<file path="config.mk">
export PLATFORM = sky130hd
export DESIGN_NAME = burst_addr_gen
export DESIGN_NICKNAME = d
export VERILOG_FILES = /design/src/rtl/burst_addr_gen.sv
export SDC_FILE = /design/constraint.sdc
export NUM_CORES = 1
export LEC_CHECK = 0
export ABC_CLOCK_PERIOD_IN_PS = 1500
export BUFFER_PORTS_ARGS = -buffer_cell sky130_fd_sc_hd__clkbuf_2
export CORE_MARGIN = 5
export CORE_UTILIZATION = 44
export CTS_CLUSTER_SIZE = 16
export DETAILED_ROUTE_END_ITERATION = 7
export PLACE_DENSITY = 0.77
export SLEW_MARGIN = 20
export SYNTH_ARGS = -nofsm -noshare
export SYNTH_HDL_FRONTEND = slang
export SYNTH_SLANG_ARGS = --single-unit
</file>
<file path="constraint.sdc">
create_clock -name clk -period 1.5 [get_ports clk]
set_input_delay 0.075 -clock clk [delete_from_list [all_inputs] [get_ports clk]]
set_output_delay 0.075 -clock clk [all_outputs]
set_load 0.02 [all_outputs]
</file>
<file path="src/rtl/burst_addr_gen.sv">
module burst_addr_gen #(
  parameter int AW = 18
) (
  input  logic          clk,
  input  logic          rst_n,
  input  logic [AW-1:0] addr_in,
  input  logic          adsp_n,
  input  logic          adsc_n,
  input  logic          adv_n,
  input  logic          en_n,
  input  logic          ilv,
  output logic [AW-1:0] addr_out,
  output logic [1:0]    beat_out
);
  localparam int UW = AW - 2;

  logic [UW-1:0] hi_q;
  logic [1:0]    lo_q, start_q, beat_q;
  logic          live_q;

  wire       load_c  = !adsc_n || (!adsp_n && !en_n);
  wire       step_c  = !load_c && !adv_n;
  wire [1:0] beat_nx = beat_q + 2'd1;
  wire [1:0] lo_nx   = ilv ? (start_q ^ beat_nx) : (lo_q + 2'd1);

  always_ff @(posedge clk or negedge rst_n) begin
    if (!rst_n) begin
      hi_q    <= '0;
      lo_q    <= '0;
      start_q <= '0;
      beat_q  <= '0;
      live_q  <= 1'b0;
    end else begin
      live_q <= 1'b1;
      if (load_c) begin
        hi_q    <= addr_in[AW-1:2];
        lo_q    <= addr_in[1:0];
        start_q <= addr_in[1:0];
        beat_q  <= 2'd0;
      end else if (step_c) begin
        lo_q   <= lo_nx;
        beat_q <= beat_nx;
      end
    end
  end

  assign addr_out = {hi_q, lo_q};
  assign beat_out = beat_q;

  AST_CTRL_LOAD: assert property (@(posedge clk) disable iff (!rst_n)
    live_q && $past(!adsc_n) |-> (addr_out == $past(addr_in)) && (beat_out == 2'd0));
  AST_PROC_LOAD: assert property (@(posedge clk) disable iff (!rst_n)
    live_q && $past(!adsp_n && !en_n) |-> (addr_out == $past(addr_in)) && (beat_out == 2'd0));
  AST_WAIT_HOLD: assert property (@(posedge clk) disable iff (!rst_n)
    live_q && $past(adsc_n && (adsp_n || en_n) && adv_n) |-> $stable(addr_out) && $stable(beat_out));
  AST_UPPER_FIXED: assert property (@(posedge clk) disable iff (!rst_n)
    live_q && $past(!load_c) |-> addr_out[AW-1:2] == $past(addr_out[AW-1:2]));
  AST_LINEAR_STEP: assert property (@(posedge clk) disable iff (!rst_n)
    live_q && $past(step_c && !ilv) |-> addr_out[1:0] == $past(addr_out[1:0]) + 2'd1);
  AST_ILV_STEP: assert property (@(posedge clk) disable iff (!rst_n)
    live_q && $past(step_c && ilv) |-> addr_out[1:0] == ($past(start_q) ^ beat_out));
  AST_BEAT_WRAP: assert property (@(posedge clk) disable iff (!rst_n)
    live_q && $past(step_c) |-> beat_out == $past(beat_out) + 2'd1);
endmodule

</file>
==> flow_summary.toml, run 1 <==
[worst_setup_path]
crit_family = "flip-flops"
worstPathCellList = "xnor3_1, and2_1, o21ai_2"
cp_max_fo = 5
worstSetupEndpointType = "flop"
cp_num_buf_inv = 0
cp_data_arrival_time_ns = 1.40
reg2reg_slack_ns = 0.33
required_ns = 1.73
r2r_cells = 3
critPathLaunchType = "flop"
slowest_stage = "dfrtp_1"
cp.depth = 3
max_stage_delay_ns = 0.42
criticalPathCategory = "reg -> reg"

[grt]
grt_pass1_vias = 749
grtUsageTotal_pct = 12.8
grt_remaining_overflow = 0
grt_pass1_wl_um = 3250
grt_antenna_before_repair = 0
grt_max_degree = 25

[logic_synthesis]
synth-seq-cells = 22
postSynth.asyncResetShare_pct = 100
synth_top_cell_by_area = "dfrtp_1"
syn_nets = 88
yosysWarnings = 0
seq_area_frac_synth_pct = 59.9
avgSynthCellArea_um2 = 14.6
synth-edff-count = 0
synth_top_area_share_pct = 59.9
synth.distinct_cells = 19
ys_top_cells_by_count = "dfrtp_1 (22), mux2_2 (17), xnor2_1 (3)"
netlist_top_cells_area = "dfrtp_1 (60%), mux2_2 (21%), xnor2_1 (2.9%)"
synth.most_common_cell = "dfrtp_1"
synth_ff_type = "dfrtp_1"
synth_cells = 63
syn_area_um2 = 918

[clocking]
numCtsBuffers = 3
post_cts_resized = 0
worstSkewPairLatency_ns = 0.29
cts_tree = "built"
clkSinkCount = 22
cts_buffer_depth = 2
clk_pin_slew_worst_paths_ns = 0.11
htreeDepth = 1
cts.root.buffer_cell = "clkbuf_4"
postCtsSetupRepairBufs = 0
ctsHoldBuffers = 14

[placed_design]
place_congestion = 0.785
io_buffers = 44
place_ws_ns = 0.351
dp_hpwl_um = 1370
dp_cells = 133

[timing]
tightest_slew_ns = 0.534
fin_tns_setup_ns = 0
drv_slew = 0
post-route-period-util_pct = 77.9
skew_ns = 0.000943
fmax_mhz = 856
finalWorstSetupSlack_ns = 0.332
period_minus_slack_ns = 1.17
holdWs_ns = 0.0113
rsz0062_at_grt = "no"
finalSetupViolCount = 0
relSlewSlack_pct = 64.4
final-hold-violation-count = 0

[route]
vias = 710
ant_nets = 0
drt_iter0_markers = 3
routed_wirelength_um = 1960
first_pass_iters = 3
vias_per_cell = 4.70
wire_per_inst_um = 12.9
drc = 0

[floorplan]
dieArea_um2 = 3100
dieWidth_um = 55.7
core-area_um2 = 1980
rows = 16
dieHeight_um = 55.7
ios = 45
initial_core_util_pct = 46.3

[pwr]
ir_drop_v = 0.000711
p_leak_nw = 0.659
p_per_area_nw_per_um2 = 978
switchingPower_uw = 360
swShare_pct = 27.4
power_frac_comb_pct = 23.9
pwr-share-clk_pct = 23.8
power_frac_seq_pct = 52.3
p_int_uw = 953

[cells_and_area]
fin_nets = 150
drive_gt1_share_pct = 54.8
num_antenna_cells = 0
syn_to_final_growth_pct = 46.0
fin_cells = 151

[run]
drv_cap = 0

[worst_hold_path]
holdPathStages = 2
hp-class = "in -> reg"

[run_status]
status = "finished, final reports clean"
[layout by cell type, fill, tap and decap left out, types with 2 or more instances in the layout]
master,n
nor2_1,2
clkbuf_2,44
inv_1,2
mux2_2,17
clkbuf_4,3
dfrtp_1,22
o21ai_2,2
nor2b_1,2
xnor2_1,3
dlygate4sd3_1,14
[metrics by stage]
| step | util [%] | cell area [µm²] | power (mW) |
|---|---|---|---|
| 2_1_floorplan | - | 918 | 0.868 |
| 3_3_place_gp | 58.8 | 1160 | 0.976 |
| 3_5_place_dp | 58.8 | 1160 | 0.986 |
| 4_1_cts | 67.7 | 1340 | 1.33 |
| 5_1_grt | 67.7 | 1340 | 1.38 |
| 6_report | 67.7 | 1340 | 1.31 |
[cell families after synthesis]
family,after synthesis,share of synthesized area (%)
mux,17,20.8
xor+xnor,4,5.31
buf+inv,4,2.45
flops,22,59.9
compound gates,8,6.81
simple gates,8,4.63
[power by group through the flow]
stage / combinational (mW) / clock [mW] / sequential [mW]
floorplan: 0.107 / 0 / 0.762
global placement: 0.281 / 0 / 0.695
detailed placement: 0.288 / 0 / 0.699
CTS: 0.317 / 0.329 / 0.687
global route: 0.338 / 0.352 / 0.695
finish: 0.314 / 0.312 / 0.687
[layout make-up]
cell class / instances / area [µm²]
clock buffers: 4 / 36.3
fillers: 149 / 641
inverters: 2 / 7.51
multi-input cells: 37 / 345
flip-flops and latches: 22 / 551
well taps: 27 / 33.8
repair buffers: 59 / 368
[per-layer routing]
layer / global-route usage [%] / routed length [µm] / up-vias
met5: 0 / 0 / -
met4: 3.13 / 0 / 0
met3: 4.18 / 183 / 0
met2: 21.6 / 952 / 32
met1: 15.6 / 819 / 335
li1: - / - / 343
[flip-flops by register name, summed over array words and instances, names as in the netlist]
signal and flops:
start_q 2, lo_q 2, beat_out 2, hi_q 16
[worst register-to-register path, cell delays in order (launching register included)]
cell and delay (ns):
dfrtp_1 0.42, xnor3_1 0.40, and2_1 0.17, o21ai_2 0.12
[worst paths after layout]
check	to	startpoint
worst min register to register	hi_q[15]	hi_q[15]
max in group asynchronous	hi_q[11]	rst_n
min in group asynchronous	beat_out[1]	rst_n
worst max-delay path	lo_q[1]	beat_out[0]
worst max register to register	lo_q[1]	beat_out[0]
worst min-delay path	hi_q[13]	addr_in[15]
No activity file was read; power rests on OpenSTA's default activity.
==> inputs of run 2 (changes only) <==
--- a/config.mk
+++ b/config.mk
@@ -5,13 +5,14 @@
 export SDC_FILE = /design/constraint.sdc
 export NUM_CORES = 1
 export LEC_CHECK = 0
-export ABC_CLOCK_PERIOD_IN_PS = 1500
+export ABC_AREA = 1
+export ABC_CLOCK_PERIOD_IN_PS = 950
 export BUFFER_PORTS_ARGS = -buffer_cell sky130_fd_sc_hd__clkbuf_2
 export CORE_MARGIN = 5
-export CORE_UTILIZATION = 44
+export CORE_UTILIZATION = 40
 export CTS_CLUSTER_SIZE = 16
 export DETAILED_ROUTE_END_ITERATION = 7
-export PLACE_DENSITY = 0.77
+export PLACE_DENSITY = 0.73
 export SLEW_MARGIN = 20
 export SYNTH_ARGS = -nofsm -noshare
 export SYNTH_HDL_FRONTEND = slang
==> constraint.sdc (replaced) <==
create_clock -name clk -period 0.95 [get_ports clk]
set_input_delay 0.0475 -clock clk [delete_from_list [all_inputs] [get_ports clk]]
set_output_delay 0.0475 -clock clk [all_outputs]
set_load 0.02 [all_outputs]
==> flow_summary.toml, run 2 <==
[run_status]
status = "complete, but fails checks"
violations = "setup timing"

[cells_and_area]
fin_nets = 219
postLayoutCellArea_um2 = 1560
regMostFlops = "hi_q"
largest_reg_flops = 16
layout_commonest_cell = "nand2_1"
fin_util_pct = 69.1
layout_common_cells = "nand2_1 (64), clkbuf_2 (36), dfrtp_1 (19)"
drive_gt1_share_pct = 35.2
num_antenna_cells = 0
syn_to_final_growth_pct = 60.6

[worst_setup_path]
cp_num_buf_inv = 1
cp.depth = 1
max_stage_delay_ns = 0.45
slowest_stage = "dfrtp_2"
worstPathCellList = "clkbuf_8"
cp_max_fo = 4
r2r_cells = 4
required_ns = 0.90
crit_family = "flip-flops"
criticalPathCategory = "reg -> out"
cp_data_arrival_time_ns = 0.90
critPathLaunchType = "flop"
reg2reg_slack_ns = 0.01
worstSetupEndpointType = "primary output"

[placed_design]
place_ws_ns = 0.0208
dp_hpwl_um = 1720
io_buffers = 44
place_congestion = 0.810
post_dp_cell_area_um2 = 1210

[timing]
relSlewSlack_pct = 65.0
skew_ns = 0.00613
post-route-period-util_pct = 100
finalWorstSetupSlack_ns = -0.00150
period_minus_slack_ns = 0.951
fmax_mhz = 1050
tightest_slew_ns = 0.525
finalSetupViolCount = 1
final-hold-violation-count = 0
rsz0062_at_grt = "yes"
drv_slew = 0

[clocking]
clkSinkCount = 22
clk_pin_slew_worst_paths_ns = 0.12
cts_tree = "built"
htreeDepth = 1
cts.root.buffer_cell = "clkbuf_4"
cts_buffer_depth = 2
numCtsBuffers = 3
worstSkewPairLatency_ns = 0.29

[pwr]
power_frac_comb_pct = 25.0
power_frac_seq_pct = 45.9
pwr-share-clk_pct = 29.1
p_leak_nw = 0.894
ir_drop_v = 0.00111
p_per_area_nw_per_um2 = 1520
p_int_mw = 1.72
swShare_pct = 27.1
switchingPower_uw = 641

[floorplan]
core-area_um2 = 2250
dieHeight_um = 59.3
rows = 17
initial_core_util_pct = 43.1
ios = 45
dieWidth_um = 59.3
dieArea_um2 = 3510

[route]
routed_wirelength_um = 2660
ant_nets = 0
drc = 0
first_pass_iters = 4
drt_iter0_markers = 27
vias = 1009
vias_per_cell = 4.57
wire_per_inst_um = 12.0

[logic_synthesis]
syn_nets = 146
postSynth.asyncResetShare_pct = 100
netlist_top_cells_area = "dfrtp_1 (57%), nand2_1 (26%), inv_1 (4.3%)"
synth_ff_type = "dfrtp_1"
syn_area_um2 = 971
synth_cells = 121
synth-edff-count = 0
synth_top_cell_by_area = "dfrtp_1"
synth-seq-cells = 22
synth.distinct_cells = 14
yosysWarnings = 0
avgSynthCellArea_um2 = 8.02
seq_area_frac_synth_pct = 56.7
ys_top_cells_by_count = "nand2_1 (66), dfrtp_1 (22), inv_1 (11)"
synth.most_common_cell = "nand2_1"
synth_top_area_share_pct = 56.7

[grt]
grtUsageTotal_pct = 16.3
grt_pass1_vias = 1020
grtUsageMet3_pct = 2.83
grt_max_degree = 23
grt_remaining_overflow = 0
use_met1_pct = 19.5
grt-busiest-layer = "met2"
grtUsageMet2_pct = 29.5
grt_pass1_wl_um = 4480
grt_antenna_before_repair = 0

[worst_hold_path]
holdPathStages = 3
hp-class = "in -> reg"

[run]
drv_cap = 0
-- run 2: cell types whose count changed after synthesis, sizes merged, moves of 2 or more --
cell	change
nand2	+68
nand4	+3
nor2	+2
mux2	-17
nand3	+4
xnor2	-3
inv	+10
nor2b	-2
-- run 2: power groups by stage --
| stage | clock network (mW) | logic, mW | registers, mW |
|---|---|---|---|
| after CTS | 0.708 | 0.519 | 1.08 |
| final | 0.689 | 0.591 | 1.09 |
| after global routing | 0.744 | 0.651 | 1.10 |
| after detailed placement | 0 | 0.450 | 1.10 |
| after floorplan | 0 | 0.168 | 1.19 |
| after global placement | 0 | 0.440 | 1.09 |
-- run 2: area by class of cell --
class | count | area, µm²
Clock buffer | 3 | 22.5
Clock inverter | 1 | 30.0
Fill cell | 194 | 696
Inverter | 12 | 47.5
Multi-Input combinational cell | 84 | 355
Sequential cell | 22 | 554
Tap cell | 28 | 35.0
Timing Repair Buffer | 71 | 514
-- run 2: kinds of logic after synthesis --
group / synth area share [%]
compound gates: 2.06
buf+inv: 7.73
flops: 56.7
simple gates: 33.5
-- run 2: through the flow --
| step | TNS, ns | hold WS (ns) | cells | power [mW] |
|---|---|---|---|---|
| 2_1_floorplan | 0 | -0.248 | 121 | 1.36 |
| 3_3_place_gp | 0 | 0.0499 | 191 | 1.53 |
| 3_5_place_dp | 0 | 0.0522 | 191 | 1.55 |
| 4_1_cts | -0.0399 | 0.000161 | 214 | 2.31 |
| 5_1_grt | -0.269 | 0.0257 | 221 | 2.49 |
| 6_report | -0.00150 | 0.000806 | 221 | 2.37 |
-- run 2: repair_timing --
item / CTS / global route
hold buffers: 18 / 0
resized for setup: 2 / 24
endpoints found under the hold margin: 39 / 0
setup buffers: 1 / 7
endpoints found under the setup margin: 3 / 14
-- run 2: layer usage --
| metal | share of wire (%) | up-vias |
|---|---|---|
| li1 | - | 509 |
| met1 | 40 | 465 |
| met2 | 52 | 31 |
| met3 | 6.9 | 4 |
| met4 | 1.2 | 0 |
| met5 | 0 | - |
-- run 2: tightest hold or removal path, stage by stage --
cell and delay, ns:
clkbuf_2 0.08, nand2_1 0.06, o21ai_0 0.08
-- run 2: path summary, 6_finish.rpt --
check / startpoint / to
max: beat_out[0] / beat_out[0]
min: addr_in[1] / start_q[1]
max reg2reg: beat_out[0] / beat_out[1]
min reg2reg: hi_q[14] / hi_q[14]
max in group asynchronous: rst_n / beat_out[1]
min in group asynchronous: rst_n / hi_q[7]
